===== src/rtl/evt_stamp_pkg.sv =====
package evt_stamp_pkg;
    localparam int STAMP_W = 64;
    localparam int MSG_W   = 4;
    localparam int VER_W   = 4;
    localparam int PORT_W  = 16;
    localparam int MATCH_W = 32;

    typedef enum logic [1:0] {
        FILT_V1_UDP = 2'd0,
        FILT_V2_EVT = 2'd1,
        FILT_RSV_A  = 2'd2,
        FILT_RSV_B  = 2'd3
    } rx_filt_e;

    typedef struct packed {
        logic [MSG_W-1:0]  msg_type;
        logic [VER_W-1:0]  ver;
        logic [PORT_W-1:0] udp_port;
        logic              is_l2;
        logic              etype_hit;
    } rx_class_t;

    // Event messages occupy the lowest four type codes.
    function automatic logic is_event_msg(input logic [MSG_W-1:0] t);
        return (t < MSG_W'(4));
    endfunction
endpackage


===== src/rtl/evt_rx_filter.sv =====
module evt_rx_filter
    import evt_stamp_pkg::*;
(
    input  rx_class_t             cls,
    input  rx_filt_e              mode,
    input  logic [MATCH_W-1:0]    match_word,
    input  logic                  etf_en,
    input  logic                  etf_stamp,
    output logic                  hit
);
    localparam int PORT_LSB = MATCH_W - PORT_W;

    logic port_ok;
    logic l2_ok;

    always_comb begin
        port_ok = (cls.udp_port == match_word[MATCH_W-1:PORT_LSB]);
        l2_ok   = cls.etype_hit && etf_en && etf_stamp;
        unique case (mode)
            FILT_V1_UDP: hit = (cls.ver == VER_W'(1)) && !cls.is_l2 && port_ok
                             && (cls.msg_type == match_word[MSG_W-1:0]);
            FILT_V2_EVT: hit = (cls.ver == VER_W'(2)) && is_event_msg(cls.msg_type)
                             && (cls.is_l2 ? l2_ok : port_ok);
            default:     hit = 1'b0;
        endcase
    end
endmodule


===== src/rtl/evt_capture_slot.sv =====
module evt_capture_slot #(
    parameter int W = 64
) (
    input  logic         clk,
    input  logic         rst,
    input  logic         en,
    input  logic         evt,
    input  logic         unlock,
    input  logic [W-1:0] cnt,
    output logic [W-1:0] stamp,
    output logic         valid
);
    always_ff @(posedge clk) begin
        if (rst) begin
            valid <= 1'b0;
            stamp <= '0;
        end else if (unlock) begin
            valid <= 1'b0;
        end else if (!valid && en && evt) begin
            valid <= 1'b1;
            stamp <= cnt;
        end
    end
endmodule


===== src/rtl/evt_stamp_latch.sv =====
module evt_stamp_latch
    import evt_stamp_pkg::*;
#(
    parameter int CNT_W = STAMP_W
) (
    input  logic                 clk,
    input  logic                 rst,
    input  logic [CNT_W-1:0]     time_cnt,
    input  logic                 tx_en,
    input  logic                 tx_evt,
    input  logic                 tx_rd_hi,
    input  logic                 rx_en,
    input  logic [1:0]           rx_mode,
    input  logic [MATCH_W-1:0]   rx_match,
    input  logic                 etf_en,
    input  logic                 etf_stamp,
    input  logic                 rx_evt,
    input  logic [MSG_W-1:0]     rx_msg_type,
    input  logic [VER_W-1:0]     rx_ver,
    input  logic [PORT_W-1:0]    rx_udp_port,
    input  logic                 rx_is_l2,
    input  logic                 rx_etype_hit,
    input  logic                 rx_rd_hi,
    output logic [CNT_W/2-1:0]   tx_stamp_lo,
    output logic [CNT_W/2-1:0]   tx_stamp_hi,
    output logic                 tx_valid,
    output logic [CNT_W/2-1:0]   rx_stamp_lo,
    output logic [CNT_W/2-1:0]   rx_stamp_hi,
    output logic                 rx_valid
);
    localparam int HALF = CNT_W / 2;

    rx_class_t        rx_cls;
    logic             rx_hit;
    logic [CNT_W-1:0] tx_stamp;
    logic [CNT_W-1:0] rx_stamp;

    assign rx_cls = '{msg_type: rx_msg_type, ver: rx_ver, udp_port: rx_udp_port,
                      is_l2: rx_is_l2, etype_hit: rx_etype_hit};

    evt_rx_filter u_filt (
        .cls        (rx_cls),
        .mode       (rx_filt_e'(rx_mode)),
        .match_word (rx_match),
        .etf_en     (etf_en),
        .etf_stamp  (etf_stamp),
        .hit        (rx_hit)
    );

    evt_capture_slot #(.W(CNT_W)) u_tx (
        .clk(clk), .rst(rst), .en(tx_en), .evt(tx_evt), .unlock(tx_rd_hi),
        .cnt(time_cnt), .stamp(tx_stamp), .valid(tx_valid)
    );

    evt_capture_slot #(.W(CNT_W)) u_rx (
        .clk(clk), .rst(rst), .en(rx_en), .evt(rx_evt && rx_hit), .unlock(rx_rd_hi),
        .cnt(time_cnt), .stamp(rx_stamp), .valid(rx_valid)
    );

    assign tx_stamp_lo = tx_stamp[HALF-1:0];
    assign tx_stamp_hi = tx_stamp[CNT_W-1:HALF];
    assign rx_stamp_lo = rx_stamp[HALF-1:0];
    assign rx_stamp_hi = rx_stamp[CNT_W-1:HALF];
endmodule


===== config.mk =====
export PLATFORM = sky130hd
export DESIGN_NAME = evt_stamp_latch
export DESIGN_NICKNAME = d
export VERILOG_FILES = /design/src/rtl/evt_stamp_pkg.sv /design/src/rtl/evt_rx_filter.sv /design/src/rtl/evt_capture_slot.sv /design/src/rtl/evt_stamp_latch.sv
export SDC_FILE = /design/constraint.sdc
export NUM_CORES = 1
export LEC_CHECK = 0
export ABC_AREA = 1
export BUFFER_PORTS_ARGS = -buffer_cell sky130_fd_sc_hd__buf_2
export CORE_UTILIZATION = 41
export CTS_BUF_LIST = sky130_fd_sc_hd__clkbuf_8
export CTS_CLUSTER_SIZE = 25
export DETAILED_ROUTE_END_ITERATION = 12
export PLACE_DENSITY_LB_ADDON = 0.15
export SYNTH_ARGS = -nofsm -noshare
export SYNTH_HDL_FRONTEND = slang
export SYNTH_SLANG_ARGS = --single-unit

===== constraint.sdc =====
create_clock -name clk -period 3.7 [get_ports clk]
set_clock_uncertainty 0.1 [all_clocks]
set_input_delay 0.185 -clock clk [delete_from_list [all_inputs] [get_ports clk]]
set_output_delay 0.185 -clock clk [all_outputs]
set_load 0.005 [all_outputs]

# After elaboration in Yosys (flattened, before gate mapping)
# Cells that the tools add are included.
totals:
  register_bits: 130
  input_bits: 134
classes:
  n_bitwise: 2
  n_eq_ne: 5
  reduce_logical: 20
  order_cmp: 1
  muxes: 2
op_table:
  columns: ["cell", "n"]
  rows:
  - ["$eq 16x16->1", 1]
  - ["$logic_and 1x1->1", 12]
  - ["$eq 4x1->1 const B", 1]
  - ["$eq 4x2->1 const B", 1]
  - ["$eq 4x4->1", 1]
  - ["$lt 4x3->1 const B", 1]
  - ["$reduce_and 2->1", 2]
  - ["$reduce_or 2->1", 2]
  - ["$logic_not 1->1", 3]
  - ["$eq 2x1->1 const B", 1]
  - ["$logic_not 2->1", 1]
  - ["$not 1->1", 2]
  - ["$pmux 1 s2", 1]
  - ["$mux 1", 1]

# Logic depth before layout (Yosys ltp)
# Gate-level depths: netlist of run 1.
logic_depth:
  word_depth: 8
  depth_mapped: 13
  mapped_depth_nobuf: 12

# Modules after synthesis
# Synthesis of run 1 repeated with hierarchy kept, for this count alone.
hier_totals:
  hier_cells: 947
  area_unflattened_um2: 6232.2
by_module_without_submodules:
  columns: ["mod", "instances", "seq_area_each_um2", "cells_per_inst", "area_each_um2"]
  rows:
  - ["evt_capture_slot", 2, 1301.2, 426, 2901.5]
  - ["evt_rx_filter", 1, 0.0, 93, 421.7]
  - ["evt_stamp_latch", 1, 0.0, 2, 7.5]

# Worst setup path before layout of run 1
# No wires, ideal clock.
synth_timing:
  path_kind: "input to register"
  start: "in rx_ver[3]"
  end: "reg u_rx.stamp[16]"
  slack_ns: 2.204
  t_required_ns: 3.490
  n_path_buf: 2
  setup_ns: 0.110
  path_stages: 10
  t_arrival_ns: 1.286
  cell_sequence: "nor2_1 > nand2_1 > nor2_1 > nand3_1 > a21oi_2 > buf_4 > buf_2 > nand4_1 > nand2_1 > nor2_1"
synth_between:
  elab_chain_cells: 8
synth_rtl:
  columns: ["element", "line", "source"]
  rows:
  - ["from (decl)", "evt_stamp_latch.sv:19", "input logic [VER_W-1:0] rx_ver,"]
  - ["$eq 4x1->1", "evt_rx_filter.sv:20", "FILT_V1_UDP: hit = (cls.ver == VER_W'(1)) && !cls.is_l2 && port_ok"]
  - ["$logic_and 1x1->1 (2 in a row)", "evt_rx_filter.sv:20", null]
  - ["$logic_and 1x1->1", "evt_rx_filter.sv:21", "&& (cls.msg_type == match_word[MSG_W-1:0]);"]
  - ["$pmux 1 s2 (*)", "evt_rx_filter.sv:19", "unique case (mode)"]
  - ["$logic_and 1x1->1 (*)", "evt_stamp_latch.sv:56", ".clk(clk), .rst(rst), .en(rx_en), .evt(rx_evt && rx_hit), .unlock(rx_rd_hi),"]
  - ["$logic_and 1x1->1 (*)", "evt_capture_slot.sv:19", "end else if (!valid && en && evt) begin"]
  - ["$reduce_and 2->1 (no source line) (*)", null, null]
  - ["to (signal assigned)", "evt_capture_slot.sv:21", "stamp <= cnt;"]
  - ["to (decl)", "evt_capture_slot.sv:10", "output logic [W-1:0] stamp,"]
# Every way passes the cells marked *; elsewhere a longest branch is shown, timed or not.
# A chain may end at the register's enable or synchronous reset.

# Final worst setup path of run 1
layout_timing:
  start: "reg u_rx.valid"
  end: "reg u_rx.stamp[43]"
layout_between:
  elab_chain_cells: 4
layout_rtl:
  columns: ["element", "line", "source"]
  rows:
  - ["from (decl)", "evt_capture_slot.sv:11", "output logic valid"]
  - ["from (signal assigned)", "evt_capture_slot.sv:15", "valid <= 1'b0;"]
  - ["from (signal assigned)", "evt_capture_slot.sv:18", "valid <= 1'b0;"]
  - ["from (signal assigned)", "evt_capture_slot.sv:20", "valid <= 1'b1;"]
  - ["$logic_not 1->1", "evt_capture_slot.sv:19", null]
  - ["$logic_and 1x1->1 (2 in a row)", "evt_capture_slot.sv:19", null]
  - ["$reduce_and 2->1 (no source line)", null, null]
# No other way between the ends.

==> results_dict.tcl, run 1 <==
set metrics [dict create \
    finalWorstSetupSlack_ps 1780 \
    synth_top_area_cell "dfxtp_1" \
    dieArea_um2 14900 \
    crit_family "buffers and inverters" \
    finalCriticalPeriod_ps 1920 \
    drv_cap 0 \
    final_layout_size_suffix_gt1_share_pct 24.7 \
    clockRootBuffer "clkbuf_8" \
    design.core.area_um2 13900 \
    r2r_end "u_rx.stamp[43]" \
    wl_per_cell_um 12.1 \
    cts_tree "done" \
    p_int_mw 2.22 \
    ant_nets 0 \
    clk_pin_slew_ps 80 \
    postCtsSetupRepairBufs 0 \
    wl_met1_um 7200 \
    hold_viol_final 0 \
    tightest_slew_ps 789 \
    irDropWorstVdd_mv 0.261 \
    fin_crit_sh_pct 51.9 \
    synth_xor_xnor_area_share_pct 0.446 \
    htreeDepth 4 \
    clock_sinks 130 \
    required_ps 3940 \
    slew_headroom_pct 47.4 \
    yosys_warnings 0 \
    cp-end-kind "flop" \
    rr_startpoint "u_rx.valid" \
    maxUsedRoutingLayer "met4" \
    syn_area_per_cell_um2 6.67 \
    holdPathEnd "u_rx.stamp[3]" \
    synthCells 884 \
    synthSimpleGateAreaFrac_pct 24.7 \
    grt_max_degree 129 \
    crit_type "flop to flop" \
    synth_top_cell_area_share_pct 44.2 \
    n_antenna_cell 0 \
    p_leak_nw 4.57 \
    dr_wl_met3_um 1280 \
    synthMuxAreaShare_pct 0 \
    fin_area_um2 8210 \
    ys_seq_area_share_pct 44.2 \
    synth_seq_cells 130 \
    dp_hpwl_um 9980 \
    synth_area_leaders "dfxtp_1, inv_1, nand2_1" \
    path_buf_inv 1 \
    final_util_pct 58.9 \
    portBuffers 251 \
    cp_slowest_stage_delay_ps 630 \
    drc_errors 0 \
    pin_count 264 \
    synth-compound-area-share_pct 11.3 \
    drt_iter0_markers 357 \
    fmax_mhz 520 \
    synth_nets 1018 \
    place_area_um2 7160 \
    status "finished clean" \
    crit_chain "nor2_1 -> nand3_1 -> a21oi_4 -> buf_4 -> nand4_1 -> nand2_1 -> nor2_1" \
    rrSetupSlack_ps 1780 \
    fillers 1353 \
    dr_wl_met2_um 7620 \
    yosysUniqueCellTypes 20 \
    crit_path_max_fanout 65 \
    p_comb_share_pct 11.0 \
    finalSetupViolCount 0 \
    power_density_nw_per_um2 359 \
    grt_pass1_wl_um 26300 \
    syn_area_um2 5890 \
    drtPass1Iterations 4 \
    worstHoldStart "rst" \
    grtUsageTotal_pct 22.7 \
    gp_congestion 0.755 \
    dp_slack_ps 1420 \
    num_vias 6096 \
    p_clk_share_pct 39.8 \
    grt_setup_unrepaired "no" \
    p_sw_uw 731 \
    clk_path_buf_depth 2 \
    area_delta_synth_final_pct 39.2 \
    overflow 0 \
    final_nets 1306 \
    grt_pass1_vias 5560 \
    antenna_found_initial 0 \
    clk_latency_ps 440 \
    min_path_type "primary input to flop" \
    initial_utilization_pct 42.3 \
    switching_share_pct 24.8 \
    synth_adder_area_share_pct 0 \
    r2r_cells 7 \
    cpMaxStageDelayCell "buf_4" \
    seq_power_share_pct 49.2 \
    instances_no_fill 1364 \
    die_y_um 122 \
    dpl.cell_count 1266 \
    fp.dieW_um 122 \
    crit_path_start_kind "flop" \
    synth_top_family_by_area "simple AND/OR/NAND/NOR gates" \
    seq_area_um2 2600 \
    maxSlewViolCount 0 \
    timing.setup.tns_ps 0 \
    worstPathArrival_ps 2170 \
    multiInputGateArea_um2 2160 \
    whs_path_depth 5 \
    path_common_cell "nor2_1" \
    avgViaCountPerCell 4.47 \
    rows 43 \
    cts_made_buffers 17 \
    routed_wl_um 16500 \
]
cell usage after synthesis:
| cell | instances |
|---|---|
| inv_1 | 228 |
| nor2_1 | 83 |
| nand4_1 | 67 |
| o21ai_0 | 66 |
| xnor2_1 | 3 |
| buf_4 | 8 |
| buf_2 | 5 |
| a21oi_1 | 65 |
| nand3_1 | 6 |
| a21oi_2 | 1 |
| dfxtp_1 | 130 |
| clkbuf_1 | 29 |
| buf_1 | 7 |
| or2_1 | 1 |
| buf_6 | 6 |
| nor3_1 | 2 |
| nand3_4 | 1 |
| inv_2 | 1 |
| nand2_2 | 1 |
| nand2_1 | 174 |
power by group through the flow:
stage          sequential [mW]  clock, mW  combinational, mW
4_1_cts                   1.45       1.20              0.324
3_5_place_dp              1.48          0              0.269
2_1_floorplan             1.49          0              0.131
6_report                  1.45       1.17              0.324
5_1_grt                   1.45       1.26              0.367
3_3_place_gp              1.48          0              0.267
what timing repair did:
item,in CTS,in global routing
hold buffers,67,0
gates resized for setup,0,0
hold endpoints to repair,128,0
cells in the final DEF (no fill, tap or decap):
master and count:
inv_1 228, o21ai_0 66, inv_6 1, buf_2 251
a21oi_1 65, clkinv_2 6, nand2_2 1, buf_12 1
xnor2_1 3, inv_2 2, or2_1 1, clkbuf_8 19
dfxtp_1 130, nand2_1 174, dlygate4sd3_1 67, a21oi_4 1
nand3_1 6, nor2_1 83, nor3_2 1, nand3_4 1
bufinv_16 2, buf_4 5, clkinvlp_4 2, nor3_1 1
nand4_1 67
kinds of logic after synthesis:
logic type | Yosys count
compound gates | 132
xor+xnor | 3
buf+inv | 284
flops | 130
simple gates | 335
layer usage:
metal,up-vias,GRT usage [%]
met1,2613,27.0
met2,206,37.0
met5,-,0
li1,3248,-
met4,0,9.72
met3,29,7.58
sequential cells by signal, indices dropped and copies added, names as in the netlist:
signal / cells
u_rx.stamp: 64
u_tx.stamp: 64
u_rx.valid: 1
u_tx.valid: 1
how the worst max path moves through the flow:
stage               cells after the start       start        endpoint
finish                                  7  u_rx.valid  u_rx.stamp[43]
global route                            7  u_rx.valid  u_rx.stamp[28]
CTS                                     7  u_rx.valid  u_rx.stamp[25]
detailed placement                      9   rx_ver[0]  u_rx.stamp[14]
global placement                        9   rx_ver[0]  u_rx.stamp[60]
floorplan                              10   rx_ver[3]  u_rx.stamp[16]
cell type report:
class                   count  share of cell area, %
flip-flops and latches    130                   31.7
multi-input cells         470                   26.3
repair buffers            324                   24.2
inverters                 229                   10.5
clock buffers              19                   3.19
well taps                 180                   2.74
clock inverters            12                   1.42
tightest hold or removal path, delay by kind of cell:
kind / cells / cell delay (ps)
simple gates: 2 / 170
buf+inv: 3 / 480
stage by stage:
step                      power, mW  hold WS, ps
final                          2.95          333
after global routing           3.08          353
after CTS                      2.98          313
after detailed placement       1.75          338
after global placement         1.75          337
after floorplan                1.62          234
Note: power is estimated with default switching activity, not from simulation.
==> run 2, diff against run 1 <==
==> constraint.sdc (replaced) <==
create_clock -name clk -period 1.63 [get_ports clk]
set_clock_uncertainty 0.1 [all_clocks]
set_input_delay 0.0815 -clock clk [delete_from_list [all_inputs] [get_ports clk]]
set_output_delay 0.0815 -clock clk [all_outputs]
set_load 0.005 [all_outputs]
==> results_dict.tcl, run 2 (synthesis results as in run 1) <==
set metrics [dict create \
    gp_congestion 0.772 \
    place_area_um2 7350 \
    met2_usage_pct 37.9 \
    grt.busiest_layer "met2" \
    clockRootBuffer "clkbuf_8" \
    rows 43 \
    drtPass1Iterations 4 \
    rrSetupSlack_ps 80 \
    top_regs "u_rx.stamp (64), u_tx.stamp (64)" \
    portBuffers 251 \
    num_vias 6277 \
    finalCriticalPeriod_ps 1550 \
    final_layout_size_suffix_gt1_share_pct 26.1 \
    clk_pin_slew_ps 70 \
    routed_wl_um 17800 \
    clock_sinks 130 \
    drv_cap 0 \
    drc_errors 0 \
    pin_count 264 \
    p_leak_nw 4.79 \
    maxSlewViolCount 0 \
    drt_iter0_markers 330 \
    fin_area_um2 8630 \
    slew_headroom_pct 74.1 \
    final_cell_mix "buf_2, inv_1, nand2_1" \
    design.core.area_um2 13900 \
    area_delta_synth_final_pct 46.5 \
    initial_utilization_pct 42.3 \
    antenna_found_initial 0 \
    irDropWorstVdd_mv 0.580 \
    dieArea_um2 14900 \
    crit_path_max_fanout 7 \
    overflow 0 \
    wl_per_cell_um 12.9 \
    dp_hpwl_um 10700 \
    required_ps 1900 \
    fmax_mhz 644 \
    ant_nets 0 \
    die_y_um 122 \
    final_common_cell "buf_2" \
    worstPathArrival_ps 1830 \
    grtUsageTotal_pct 22.5 \
    cts_tree "done" \
    grt_max_degree 83 \
    fp.dieW_um 122 \
    fin_crit_sh_pct 95.3 \
    hold_viol_final 0 \
    finalSetupViolCount 0 \
    clk_latency_ps 440 \
    power_density_nw_per_um2 765 \
    htreeDepth 4 \
    grt_pass1_vias 5672 \
    crit_path_start_kind "flop" \
    min_path_type "primary input to flop" \
    tightest_slew_ps 388 \
    grt_pass1_wl_um 26500 \
    final_nets 1331 \
    status "finished clean" \
    hold_slack_ps 102 \
    cts_made_buffers 17 \
    final_util_pct 62.0 \
    crit_type "flop to flop" \
    use_met3_pct 6.37 \
    cp-end-kind "flop" \
    clk_path_buf_depth 2 \
    finalPower_mw 6.61 \
    use_met1_pct 26.9 \
    avgViaCountPerCell 4.53 \
    n_antenna_cell 0 \
]
run 2: routing by layer:
layer	vias up	part of all wire, %
li1	3293	-
met1	2763	44
met2	205	47
met3	16	7.2
met4	0	1.3
met5	-	0
run 2: final timing paths:
kind,startpoint,endpoint,cells after the start
max,u_rx.valid,u_rx.stamp[39],9
min,rx_rd_hi,u_rx.valid,5
max reg2reg,u_rx.valid,u_rx.stamp[39],9
min reg2reg,u_rx.stamp[42],u_rx.stamp[42],4
run 2: critical path, cell delays in order, from the launching register on:
cell and delay, ps:
dfxtp_1 330, nor2_2 100, nand3_2 100, a21oi_4 220
nand3_4 110, buf_12 160, clkbuf_16 160, nand2_1 60
inv_1 40, nor2_1 110
run 2: metrics by stage:
step / setup slack, ps / TNS (ps) / instances
4_1_cts: 48.0 / 0 / 1371
3_5_place_dp: -135 / -6360 / 1276
2_1_floorplan: 206 / 0 / 884
5_1_grt: -11.3 / -32.8 / 1385
6_report: 76.4 / 0 / 1385
3_3_place_gp: -65.6 / -3380 / 1276
run 2: timing repair:
item | 4_1_cts | 5_1_grt
hold endpoints to repair | 129 | 0
setup endpoints to repair | 0 | 64
resized for setup | 0 | 4
setup buffers | 0 | 5
hold buffers | 68 | 0
run 2: power by group:
part	switching, mW	internal, mW
registers	0.0363	3.26
clock network	1.22	1.33
logic	0.376	0.386
total	1.63	4.98
run 2: area by class of cell:
class	instances	area, um2
Inverter	229	861
Fill cell	1324	5300
Multi-Input combinational cell	470	2160
Clock buffer	18	248
Sequential cell	130	2600
Timing Repair Buffer	349	2440
Tap cell	180	225
Clock inverter	9	96.3
